===== config.mk =====
export PLATFORM = sky130hd
export DESIGN_NAME = integrity_scanner
export DESIGN_NICKNAME = d
export VERILOG_FILES = /design/src/rtl/scan_pkg.sv /design/src/rtl/scan_ctrl.sv /design/src/rtl/scan_datapath.sv /design/src/rtl/integrity_scanner.sv
export SDC_FILE = /design/constraint.sdc
export NUM_CORES = 1
export LEC_CHECK = 0
export BUFFER_PORTS_ARGS = -buffer_cell sky130_fd_sc_hd__buf_2
export CORE_MARGIN = 1.5
export CORE_UTILIZATION = 55
export CTS_CLUSTER_SIZE = 14
export DETAILED_ROUTE_END_ITERATION = 8
export GPL_TIMING_DRIVEN = 0
export PLACE_DENSITY = 0.8
export SETUP_SLACK_MARGIN = 0.3
export SLEW_MARGIN = 20
export SYNTH_ARGS = -nofsm -noshare
export SYNTH_HDL_FRONTEND = slang
export SYNTH_SLANG_ARGS = --single-unit

===== constraint.sdc =====
create_clock -name clk -period 3.8 [get_ports clk]
set_input_delay 0 -clock clk [delete_from_list [all_inputs] [get_ports clk]]
set_output_delay 0 -clock clk [all_outputs]
set_load 0.02 [all_outputs]

===== src/rtl/scan_pkg.sv =====
package scan_pkg;
  localparam int WORD_W = 32;
  localparam int MODE_W = 4;
  localparam int CFG_CMP_BIT = 0;
  localparam int CFG_LAST_BIT = 1;
  localparam int CFG_MODE_LSB = 4;
  localparam int REC_WORDS = 4;

  typedef enum logic [1:0] {
    SEL_DESC,
    SEL_DATA,
    SEL_CHUNK,
    SEL_DIGEST
  } addrSel_e;

  typedef enum logic [3:0] {
    ST_IDLE,
    ST_FETCH,
    ST_LOAD,
    ST_ANNOUNCE,
    ST_READ,
    ST_PUSH,
    ST_CHUNK,
    ST_CHUNKLOAD,
    ST_WAITDIG,
    ST_DIGEST,
    ST_FINISH
  } scanState_e;

  typedef struct packed {
    logic initList;
    logic advanceDesc;
    logic capWord;
    logic loadCtx;
    logic loadChunk;
    logic capData;
    logic advanceData;
    logic capDigest;
    logic digestStep;
    logic resetCnt;
    logic setMismatch;
    logic setBusErr;
    logic setDone;
    logic clrDone;
    addrSel_e addrSel;
  } ctrlStrb_t;

  typedef struct packed {
    logic [1:0] fetchCnt;
    logic chunkEnd;
    logic hasNext;
    logic isEol;
    logic isCmp;
    logic digLast;
  } dpFlags_t;
endpackage


===== src/rtl/scan_ctrl.sv =====
module scan_ctrl
  import scan_pkg::*;
(
  input  logic      clk,
  input  logic      rst_n,
  input  logic      start,
  input  logic      monitorEn,
  input  logic      memAck,
  input  logic      memErr,
  input  logic      hashReady,
  input  logic      digestValid,
  input  dpFlags_t  flags,
  output ctrlStrb_t strb,
  output logic      memReq,
  output logic      memWe,
  output logic      hashStart,
  output logic      hashValid,
  output logic      hashLast,
  output logic      busy
);

  scanState_e state, nextState;

  always_ff @(posedge clk or negedge rst_n) begin
    if (!rst_n) state <= ST_IDLE;
    else        state <= nextState;
  end

  assign busy = (state != ST_IDLE);

  always_comb begin
    strb         = '0;
    strb.addrSel = SEL_DESC;
    nextState    = state;
    memReq       = 1'b0;
    memWe        = 1'b0;
    hashStart    = 1'b0;
    hashValid    = 1'b0;
    hashLast     = 1'b0;
    case (state)
      ST_IDLE: begin
        if (start) begin
          strb.initList = 1'b1;
          strb.resetCnt = 1'b1;
          strb.clrDone  = 1'b1;
          nextState     = ST_FETCH;
        end
      end
      ST_FETCH: begin
        memReq = 1'b1;
        strb.addrSel = SEL_DESC;
        if (memErr) begin
          strb.setBusErr = 1'b1;
          nextState      = ST_IDLE;
        end else if (memAck) begin
          strb.capWord = 1'b1;
          if (flags.fetchCnt == 2'd3) nextState = ST_LOAD;
        end
      end
      ST_LOAD: begin
        strb.loadCtx = 1'b1;
        nextState    = ST_ANNOUNCE;
      end
      ST_ANNOUNCE: begin
        hashStart = 1'b1;
        nextState = ST_READ;
      end
      ST_READ: begin
        memReq = 1'b1;
        strb.addrSel = SEL_DATA;
        if (memErr) begin
          strb.setBusErr = 1'b1;
          nextState      = ST_IDLE;
        end else if (memAck) begin
          strb.capData = 1'b1;
          nextState    = ST_PUSH;
        end
      end
      ST_PUSH: begin
        hashValid = 1'b1;
        hashLast  = flags.chunkEnd && !flags.hasNext;
        if (hashReady) begin
          if (!flags.chunkEnd) begin
            strb.advanceData = 1'b1;
            nextState        = ST_READ;
          end else if (flags.hasNext) begin
            strb.resetCnt = 1'b1;
            nextState     = ST_CHUNK;
          end else begin
            nextState = ST_WAITDIG;
          end
        end
      end
      ST_CHUNK: begin
        memReq = 1'b1;
        strb.addrSel = SEL_CHUNK;
        if (memErr) begin
          strb.setBusErr = 1'b1;
          nextState      = ST_IDLE;
        end else if (memAck) begin
          strb.capWord = 1'b1;
          if (flags.fetchCnt == 2'd2) nextState = ST_CHUNKLOAD;
        end
      end
      ST_CHUNKLOAD: begin
        strb.addrSel   = SEL_CHUNK;
        strb.loadChunk = 1'b1;
        nextState      = ST_READ;
      end
      ST_WAITDIG: begin
        if (digestValid) begin
          strb.capDigest = 1'b1;
          strb.resetCnt  = 1'b1;
          nextState      = ST_DIGEST;
        end
      end
      ST_DIGEST: begin
        memReq = 1'b1;
        memWe  = !flags.isCmp;
        strb.addrSel = SEL_DIGEST;
        if (memErr) begin
          strb.setBusErr = 1'b1;
          nextState      = ST_IDLE;
        end else if (memAck) begin
          strb.digestStep = 1'b1;
          if (flags.digLast) nextState = ST_FINISH;
        end
      end
      ST_FINISH: begin
        strb.setMismatch = flags.isCmp;
        strb.resetCnt    = 1'b1;
        if (flags.isEol) begin
          if (monitorEn) begin
            strb.initList = 1'b1;
            nextState     = ST_FETCH;
          end else begin
            strb.setDone = 1'b1;
            nextState    = ST_IDLE;
          end
        end else begin
          strb.advanceDesc = 1'b1;
          nextState        = ST_FETCH;
        end
      end
      default: nextState = ST_IDLE;
    endcase
  end

  // a stalled stream word is held
  assert_valid_hold_R3: assert property (@(posedge clk) disable iff (!rst_n)
    (hashValid && !hashReady) |=> (hashValid && $stable(hashLast)));

  // the message end marker only travels with a valid word
  assert_last_with_valid_R3: assert property (@(posedge clk) disable iff (!rst_n)
    hashLast |-> hashValid);

  // an unanswered request keeps its direction
  assert_req_hold_R12: assert property (@(posedge clk) disable iff (!rst_n)
    (memReq && !memAck && !memErr) |=> (memReq && $stable(memWe)));

  // a message is announced only between regions, never mid-stream
  assert_start_quiet_R2: assert property (@(posedge clk) disable iff (!rst_n)
    hashStart |-> (!hashValid && !memReq));

endmodule


===== src/rtl/scan_datapath.sv =====
module scan_datapath
  import scan_pkg::*;
#(
  parameter int AW   = 16,
  parameter int NREG = 8,
  parameter int DIGW = 8,
  parameter int LENW = 16,
  parameter int IDXW = 8
) (
  input  logic                     clk,
  input  logic                     rst_n,
  input  ctrlStrb_t                strb,
  input  logic [AW-1:0]            listBase,
  input  logic [AW-1:0]            digestBase,
  input  logic [WORD_W-1:0]        memRdata,
  input  logic [DIGW*WORD_W-1:0]   digestData,
  input  logic [NREG-1:0]          irqEn,
  input  logic [NREG-1:0]          statusClr,
  input  logic                     busErrClr,
  output logic [AW-1:0]            memAddr,
  output logic [WORD_W-1:0]        memWdata,
  output logic [WORD_W-1:0]        hashData,
  output logic [MODE_W-1:0]        hashMode,
  output dpFlags_t                 flags,
  output logic [NREG-1:0]          mismatchSt,
  output logic                     busErr,
  output logic                     scanDone,
  output logic                     irq
);

  localparam int DCW = (DIGW > 1) ? $clog2(DIGW) : 1;
  localparam logic [DCW-1:0] DIG_LAST = DCW'(DIGW - 1);
  localparam logic [AW-1:0] REC_STEP = AW'(REC_WORDS);
  localparam logic [AW-1:0] SLOT_STEP = AW'(DIGW);

  // list walk state
  logic [AW-1:0]   descPtr;
  logic [IDXW-1:0] regionIdx;
  logic [1:0]      fetchCnt;

  // staging of a record being fetched
  logic [AW-1:0]     stAddr, stNext;
  logic [LENW-1:0]   stLen;
  logic              stCmp, stEol;
  logic [MODE_W-1:0] stMode;

  // context registers of the region in progress
  logic [AW-1:0]     curAddr, nextPtr;
  logic [LENW-1:0]   remaining;
  logic              ctxCmp, ctxEol;
  logic [MODE_W-1:0] ctxMode;

  logic [WORD_W-1:0] dataReg;
  logic [WORD_W-1:0] digestReg [DIGW];
  logic [DCW-1:0]    digCnt;
  logic              mismatchAcc;

  always_ff @(posedge clk or negedge rst_n) begin
    if (!rst_n) begin
      descPtr   <= '0;
      regionIdx <= '0;
      fetchCnt  <= '0;
    end else begin
      if (strb.initList) begin
        descPtr   <= listBase;
        regionIdx <= '0;
      end else if (strb.advanceDesc) begin
        descPtr   <= descPtr + REC_STEP;
        regionIdx <= regionIdx + 1'b1;
      end
      if (strb.resetCnt)     fetchCnt <= '0;
      else if (strb.capWord) fetchCnt <= fetchCnt + 1'b1;
    end
  end

  always_ff @(posedge clk or negedge rst_n) begin
    if (!rst_n) begin
      stAddr <= '0;
      stNext <= '0;
      stLen  <= '0;
      stCmp  <= 1'b0;
      stEol  <= 1'b0;
      stMode <= '0;
    end else if (strb.capWord) begin
      if (strb.addrSel == SEL_CHUNK) begin
        case (fetchCnt)
          2'd0:    stAddr <= memRdata[AW-1:0];
          2'd1:    stLen  <= memRdata[LENW-1:0];
          default: stNext <= memRdata[AW-1:0];
        endcase
      end else begin
        case (fetchCnt)
          2'd0: stAddr <= memRdata[AW-1:0];
          2'd1: begin
            stCmp  <= memRdata[CFG_CMP_BIT];
            stEol  <= memRdata[CFG_LAST_BIT];
            stMode <= memRdata[CFG_MODE_LSB +: MODE_W];
          end
          2'd2:    stLen  <= memRdata[LENW-1:0];
          default: stNext <= memRdata[AW-1:0];
        endcase
      end
    end
  end

  always_ff @(posedge clk or negedge rst_n) begin
    if (!rst_n) begin
      curAddr   <= '0;
      nextPtr   <= '0;
      remaining <= '0;
      ctxCmp    <= 1'b0;
      ctxEol    <= 1'b0;
      ctxMode   <= '0;
      dataReg   <= '0;
    end else begin
      if (strb.loadCtx || strb.loadChunk) begin
        curAddr   <= stAddr;
        remaining <= stLen;
        nextPtr   <= stNext;
      end else if (strb.advanceData) begin
        curAddr   <= curAddr + 1'b1;
        remaining <= remaining - 1'b1;
      end
      if (strb.loadCtx) begin
        ctxCmp  <= stCmp;
        ctxEol  <= stEol;
        ctxMode <= stMode;
      end
      if (strb.capData) dataReg <= memRdata;
    end
  end

  always_ff @(posedge clk or negedge rst_n) begin
    if (!rst_n) begin
      for (int k = 0; k < DIGW; k++) digestReg[k] <= '0;
      digCnt      <= '0;
      mismatchAcc <= 1'b0;
    end else begin
      if (strb.capDigest) begin
        for (int k = 0; k < DIGW; k++) digestReg[k] <= digestData[k*WORD_W +: WORD_W];
      end
      if (strb.resetCnt) begin
        digCnt      <= '0;
        mismatchAcc <= 1'b0;
      end else if (strb.digestStep) begin
        digCnt <= digCnt + 1'b1;
        if (memRdata != digestReg[digCnt]) mismatchAcc <= 1'b1;
      end
    end
  end

  always_comb begin
    case (strb.addrSel)
      SEL_DESC:  memAddr = descPtr + AW'(fetchCnt);
      SEL_CHUNK: memAddr = nextPtr + AW'(fetchCnt);
      SEL_DATA:  memAddr = curAddr;
      default:   memAddr = digestBase + AW'(regionIdx) * SLOT_STEP + AW'(digCnt);
    endcase
  end

  assign memWdata = digestReg[digCnt];
  assign hashData = dataReg;
  assign hashMode = ctxMode;

  assign flags.fetchCnt = fetchCnt;
  assign flags.chunkEnd = (remaining == '0);
  assign flags.hasNext  = (nextPtr != '0);
  assign flags.isEol    = ctxEol;
  assign flags.isCmp    = ctxCmp;
  assign flags.digLast  = (digCnt == DIG_LAST);

  // per-region sticky mismatch flags
  for (genvar i = 0; i < NREG; i++) begin : gStatus
    logic hit;
    assign hit = strb.setMismatch && mismatchAcc && (regionIdx == IDXW'(i));
    always_ff @(posedge clk or negedge rst_n) begin
      if (!rst_n)            mismatchSt[i] <= 1'b0;
      else if (hit)          mismatchSt[i] <= 1'b1;
      else if (statusClr[i]) mismatchSt[i] <= 1'b0;
    end
    // a flag stays set until its clear pulse
    assert_sticky_R7: assert property (@(posedge clk) disable iff (!rst_n)
      (mismatchSt[i] && !statusClr[i]) |=> mismatchSt[i]);
  end

  always_ff @(posedge clk or negedge rst_n) begin
    if (!rst_n) begin
      busErr   <= 1'b0;
      scanDone <= 1'b0;
    end else begin
      if (strb.setBusErr)  busErr <= 1'b1;
      else if (busErrClr)  busErr <= 1'b0;
      if (strb.setDone)      scanDone <= 1'b1;
      else if (strb.clrDone) scanDone <= 1'b0;
    end
  end

  assign irq = (|(mismatchSt & irqEn)) | busErr;

  // in compare mode a mismatch can only appear after a completed comparison
  assert_flag_source_R6: assert property (@(posedge clk) disable iff (!rst_n)
    ($countones(mismatchSt) > $countones($past(mismatchSt))) |-> $past(strb.setMismatch));

endmodule


===== src/rtl/integrity_scanner.sv =====
module integrity_scanner
  import scan_pkg::*;
#(
  parameter int AW   = 16,
  parameter int NREG = 8,
  parameter int DIGW = 8,
  parameter int LENW = 16,
  parameter int IDXW = 8
) (
  input  logic                   clk,
  input  logic                   rst_n,
  input  logic                   start,
  input  logic                   monitorEn,
  input  logic [AW-1:0]          listBase,
  input  logic [AW-1:0]          digestBase,
  input  logic [NREG-1:0]        irqEn,
  input  logic [NREG-1:0]        statusClr,
  input  logic                   busErrClr,
  output logic                   memReq,
  output logic                   memWe,
  output logic [AW-1:0]          memAddr,
  output logic [31:0]            memWdata,
  input  logic [31:0]            memRdata,
  input  logic                   memAck,
  input  logic                   memErr,
  output logic                   hashStart,
  output logic [3:0]             hashMode,
  output logic                   hashValid,
  input  logic                   hashReady,
  output logic [31:0]            hashData,
  output logic                   hashLast,
  input  logic                   digestValid,
  input  logic [DIGW*32-1:0]     digestData,
  output logic                   irq,
  output logic [NREG-1:0]        mismatchSt,
  output logic                   busErr,
  output logic                   scanDone,
  output logic                   busy
);

  ctrlStrb_t strb;
  dpFlags_t  flags;

  scan_ctrl u_ctrl (
    .clk(clk), .rst_n(rst_n), .start(start), .monitorEn(monitorEn),
    .memAck(memAck), .memErr(memErr), .hashReady(hashReady),
    .digestValid(digestValid), .flags(flags), .strb(strb),
    .memReq(memReq), .memWe(memWe), .hashStart(hashStart),
    .hashValid(hashValid), .hashLast(hashLast), .busy(busy)
  );

  scan_datapath #(
    .AW(AW), .NREG(NREG), .DIGW(DIGW), .LENW(LENW), .IDXW(IDXW)
  ) u_dp (
    .clk(clk), .rst_n(rst_n), .strb(strb), .listBase(listBase),
    .digestBase(digestBase), .memRdata(memRdata), .digestData(digestData),
    .irqEn(irqEn), .statusClr(statusClr), .busErrClr(busErrClr),
    .memAddr(memAddr), .memWdata(memWdata), .hashData(hashData),
    .hashMode(hashMode), .flags(flags), .mismatchSt(mismatchSt),
    .busErr(busErr), .scanDone(scanDone), .irq(irq)
  );

  // an unanswered request keeps its address and write data
  assert_addr_hold_R12: assert property (@(posedge clk) disable iff (!rst_n)
    (memReq && !memAck && !memErr) |=> ($stable(memAddr) && $stable(memWdata)));

  // a stalled stream word keeps its data
  assert_data_hold_R3: assert property (@(posedge clk) disable iff (!rst_n)
    (hashValid && !hashReady) |=> $stable(hashData));

  // a bus error leaves the engine idle
  assert_abort_idle_R10: assert property (@(posedge clk) disable iff (!rst_n)
    $rose(busErr) |-> !busy);

  // completion is reported only once the engine is idle
  assert_done_idle_R8: assert property (@(posedge clk) disable iff (!rst_n)
    $rose(scanDone) |-> !busy);

endmodule


==> results.toml <==
[status]
status = "complete, no violations"

[timing]
finClkSkew_ns = 0.0616
max_clock_freq_mhz = 268
setup_tns_ns = 0
report.final.slew_viol_count = 0
rsz0062_at_grt = "yes"
holdWs_ns = 0.0177
finalSetupViolCount = 0
finalCritPeriodShare_pct = 98.1
period_needed_ns = 3.73
tightest_slew_ns = 1.31
max_slew_margin_pct = 12.6
hold_viol_final = 0

[routing]
firstDrtPassIters = 7
drc = 0
routed-via-count = 19800
drtIter0Drc = 2279
routed_via_density = 6.37
drtAntennaViolNets = 0
wl_per_cell_um = 29.0
finalWirelength_mm = 90.4

[placement]
port-buffer-count = 444
routabilityCongestion = 0.959
place_inst = 2670
dpl.hpwl_mm = 53.0

[floorplanning]
fp.dieH_um = 200
initial_core_util_pct = 55.5
die-area_um2 = 40000
coreArea_um2 = 38500
die_width_um = 200
ios = 446
row_count = 72

[critical_path]
r2r_cells = 11
worst-r2r-setup-slack_ns = 0.07
worstSetupPathType = "flop to flop"
cp_data_arrival_time_ns = 4.19
cp.required_ns = 4.26
r2r-start = "u_dp.digCnt[2]"
worstReg2RegEnd = "u_dp.mismatchAcc"
end_kind = "flop"
crit_fanout = 10
cp-start-kind = "flop"
crit_path_start = "u_dp.digCnt[2]"

[synthesis]
syn_nets = 2078
netlist_area_um2 = 21400
ys_types = 66
synthArstFlopShare_pct = 100
synth_ff_type = "dfrtp_1"
syn_area_per_cell_um2 = 12.5
synth-edff-count = 0
ys_seq_area_share_pct = 51.5
postSynthCellCount = 1704
synth-seq-cells = 440
ys_warn_count = 0

[flow_run]
cap_violations = 0

[clock_network]
clock-root-buffer = "clkbuf_16"
clockBufferDepth = 3
h-tree-depth = 2
cts.sinks = 440
clock_latency_ns = 0.64
cts_buffers = 47
clk_pin_slew_ns = 0.06
cts_tree = "yes"

[final_layout]
area_growth_pct = 39.7
fill_cells = 2172
nets = 2921
final_common_cell = "buf_2"
fin_cells = 3113
drive_gt1_share_pct = 40.1
final_cell_mix = "452 x buf_2, 437 x dfrtp_1, 367 x mux2_2, 320 x dlygate4sd3_1, 116 x nand2_1"

[grt]
grt_max_degree = 102
grt_usage_pct = 43.7
overflow = 0
first_global_vias = 21100
antenna_found_initial = 14
grt_pass1_wl_mm = 131

[pwr]
ir_drop_mv = 0.477
p_leak_nw = 14.4
finalPower_mw = 16.8
power_density_nw_per_um2 = 564

[hold_path]
worstHoldPathType = "input pin to async pin"
-- flip-flops by register name (all words and copies together) (netlist names), 2 cells and up --
register         count
u_ctrl.state         4
u_dp.curAddr        16
u_dp.descPtr        16
u_dp.digCnt          3
u_dp.digestReg     256
u_dp.fetchCnt        2
u_dp.hashData       32
u_dp.hashMode        4
u_dp.mismatchSt      8
u_dp.nextPtr        16
u_dp.regionIdx       8
u_dp.remaining      16
u_dp.stAddr         16
u_dp.stLen          16
u_dp.stMode          4
u_dp.stNext         16
-- kinds of logic after synthesis --
kind of cell	share of synthesized area [%]
buffers and inverters	2.48
AOI/OAI and AO/OA	6.82
and+or+nand+nor	7.97
muxes	26.3
DFF	51.5
adders and majority gates	1.77
xor gates and xnor gates	3.12
-- final cells by class --
class | count | area (um2) | area share [%]
timing repair buffer | 794 | 5770 | 19.3
antenna | 15 | 37.5 | 0.126
multi-input combinational | 1140 | 10100 | 33.8
sequential | 440 | 11000 | 36.9
tap | 518 | 648 | 2.17
inverter | 33 | 129 | 0.432
clock inverter | 17 | 325 | 1.09
buffer | 91 | 489 | 1.64
clock buffer | 65 | 1350 | 4.51
-- cells in the mapped netlist, types with 4 or more instances --
master	number	area share, %
buf_1	13	0.23
a211oi_1	7	0.25
o211ai_1	5	0.18
o21ai_0	56	1.3
a31oi_1	6	0.18
a21oi_1	31	0.73
a22oi_1	5	0.18
o311ai_0	4	0.16
buf_2	12	0.28
mux4_2	40	4.2
and3_1	20	0.59
nor3b_1	7	0.25
nor2b_1	8	0.23
o22ai_1	6	0.18
a21o_1	4	0.14
inv_1	32	0.56
mux2i_1	59	2.8
mux2_2	367	19
buf_6	4	0.21
xnor2_1	51	2.1
dfrtp_1	440	52
nand2b_1	7	0.20
o21ai_1	10	0.23
nand2_1	120	2.1
o31ai_1	5	0.18
ha_1	27	1.6
clkbuf_1	57	1.0
or3_1	7	0.20
nand4_1	18	0.53
nor2_1	85	1.5
a221oi_1	26	1.1
nand3_1	33	0.77
nor3_1	19	0.45
a221o_1	19	0.89
xor2_1	25	1.0
nor4_1	14	0.41
buf_4	5	0.18
-- metrics by stage --
step / setup slack (ns) / area (um2) / utilization, %
2_1_floorplan: 0.588 / 21400 / -
3_3_place_gp: -5.84 / 24200 / 63.0
3_5_place_dp: -0.412 / 24400 / 63.3
4_1_cts: 0.235 / 29500 / 76.7
5_1_grt: 0.0411 / 29800 / 77.6
6_report: 0.0718 / 29800 / 77.6
-- critical path: stages (launching register included) --
cell	delay, ns
dfrtp_1	0.49
buf_2	0.25
buf_2	0.35
clkbuf_4	0.43
mux4_2	0.39
nand2_1	0.11
nand2_1	0.15
xnor2_2	0.32
nand4_1	0.48
nor4_2	0.40
a21o_1	0.15
o21ai_0	0.06
-- report_power, final --
| part | internal, mW | switching (mW) | total (mW) |
|---|---|---|---|
| clock | 3.02 | 2.12 | 5.14 |
| sequential | 5.74 | 0.999 | 6.73 |
| combinational | 2.24 | 2.71 | 4.95 |
-- metal layers --
metal	wire, um	up-vias	GRT usage (%)
li1	-	7926	-
met5	39	-	0.595
met4	8540	6	34.7
met3	10300	611	14.7
met1	30000	9627	48.9
met2	41500	1674	68.8
-- worst max-delay path by stage --
| stage | slack [ns] | endpoint |
|---|---|---|
| 6_report | 0.07 | u_dp.mismatchAcc |
| 5_1_grt | 0.04 | u_dp.mismatchAcc |
| 3_3_place_gp | -5.84 | u_dp.digestReg[50] |
| 2_1_floorplan | 0.59 | memAddr[10] |
| 4_1_cts | 0.24 | memAddr[10] |
| 3_5_place_dp | -0.41 | memAddr[10] |
-- timing repair --
item                                    CTS  global route
buffers inserted                         12            12
pin swaps                                 6            14
hold buffers                            321             0
resized for setup                        45            45
endpoints found under the setup margin   18            11
hold endpoints to repair                622             0
Power figures use the tool's default switching activity.
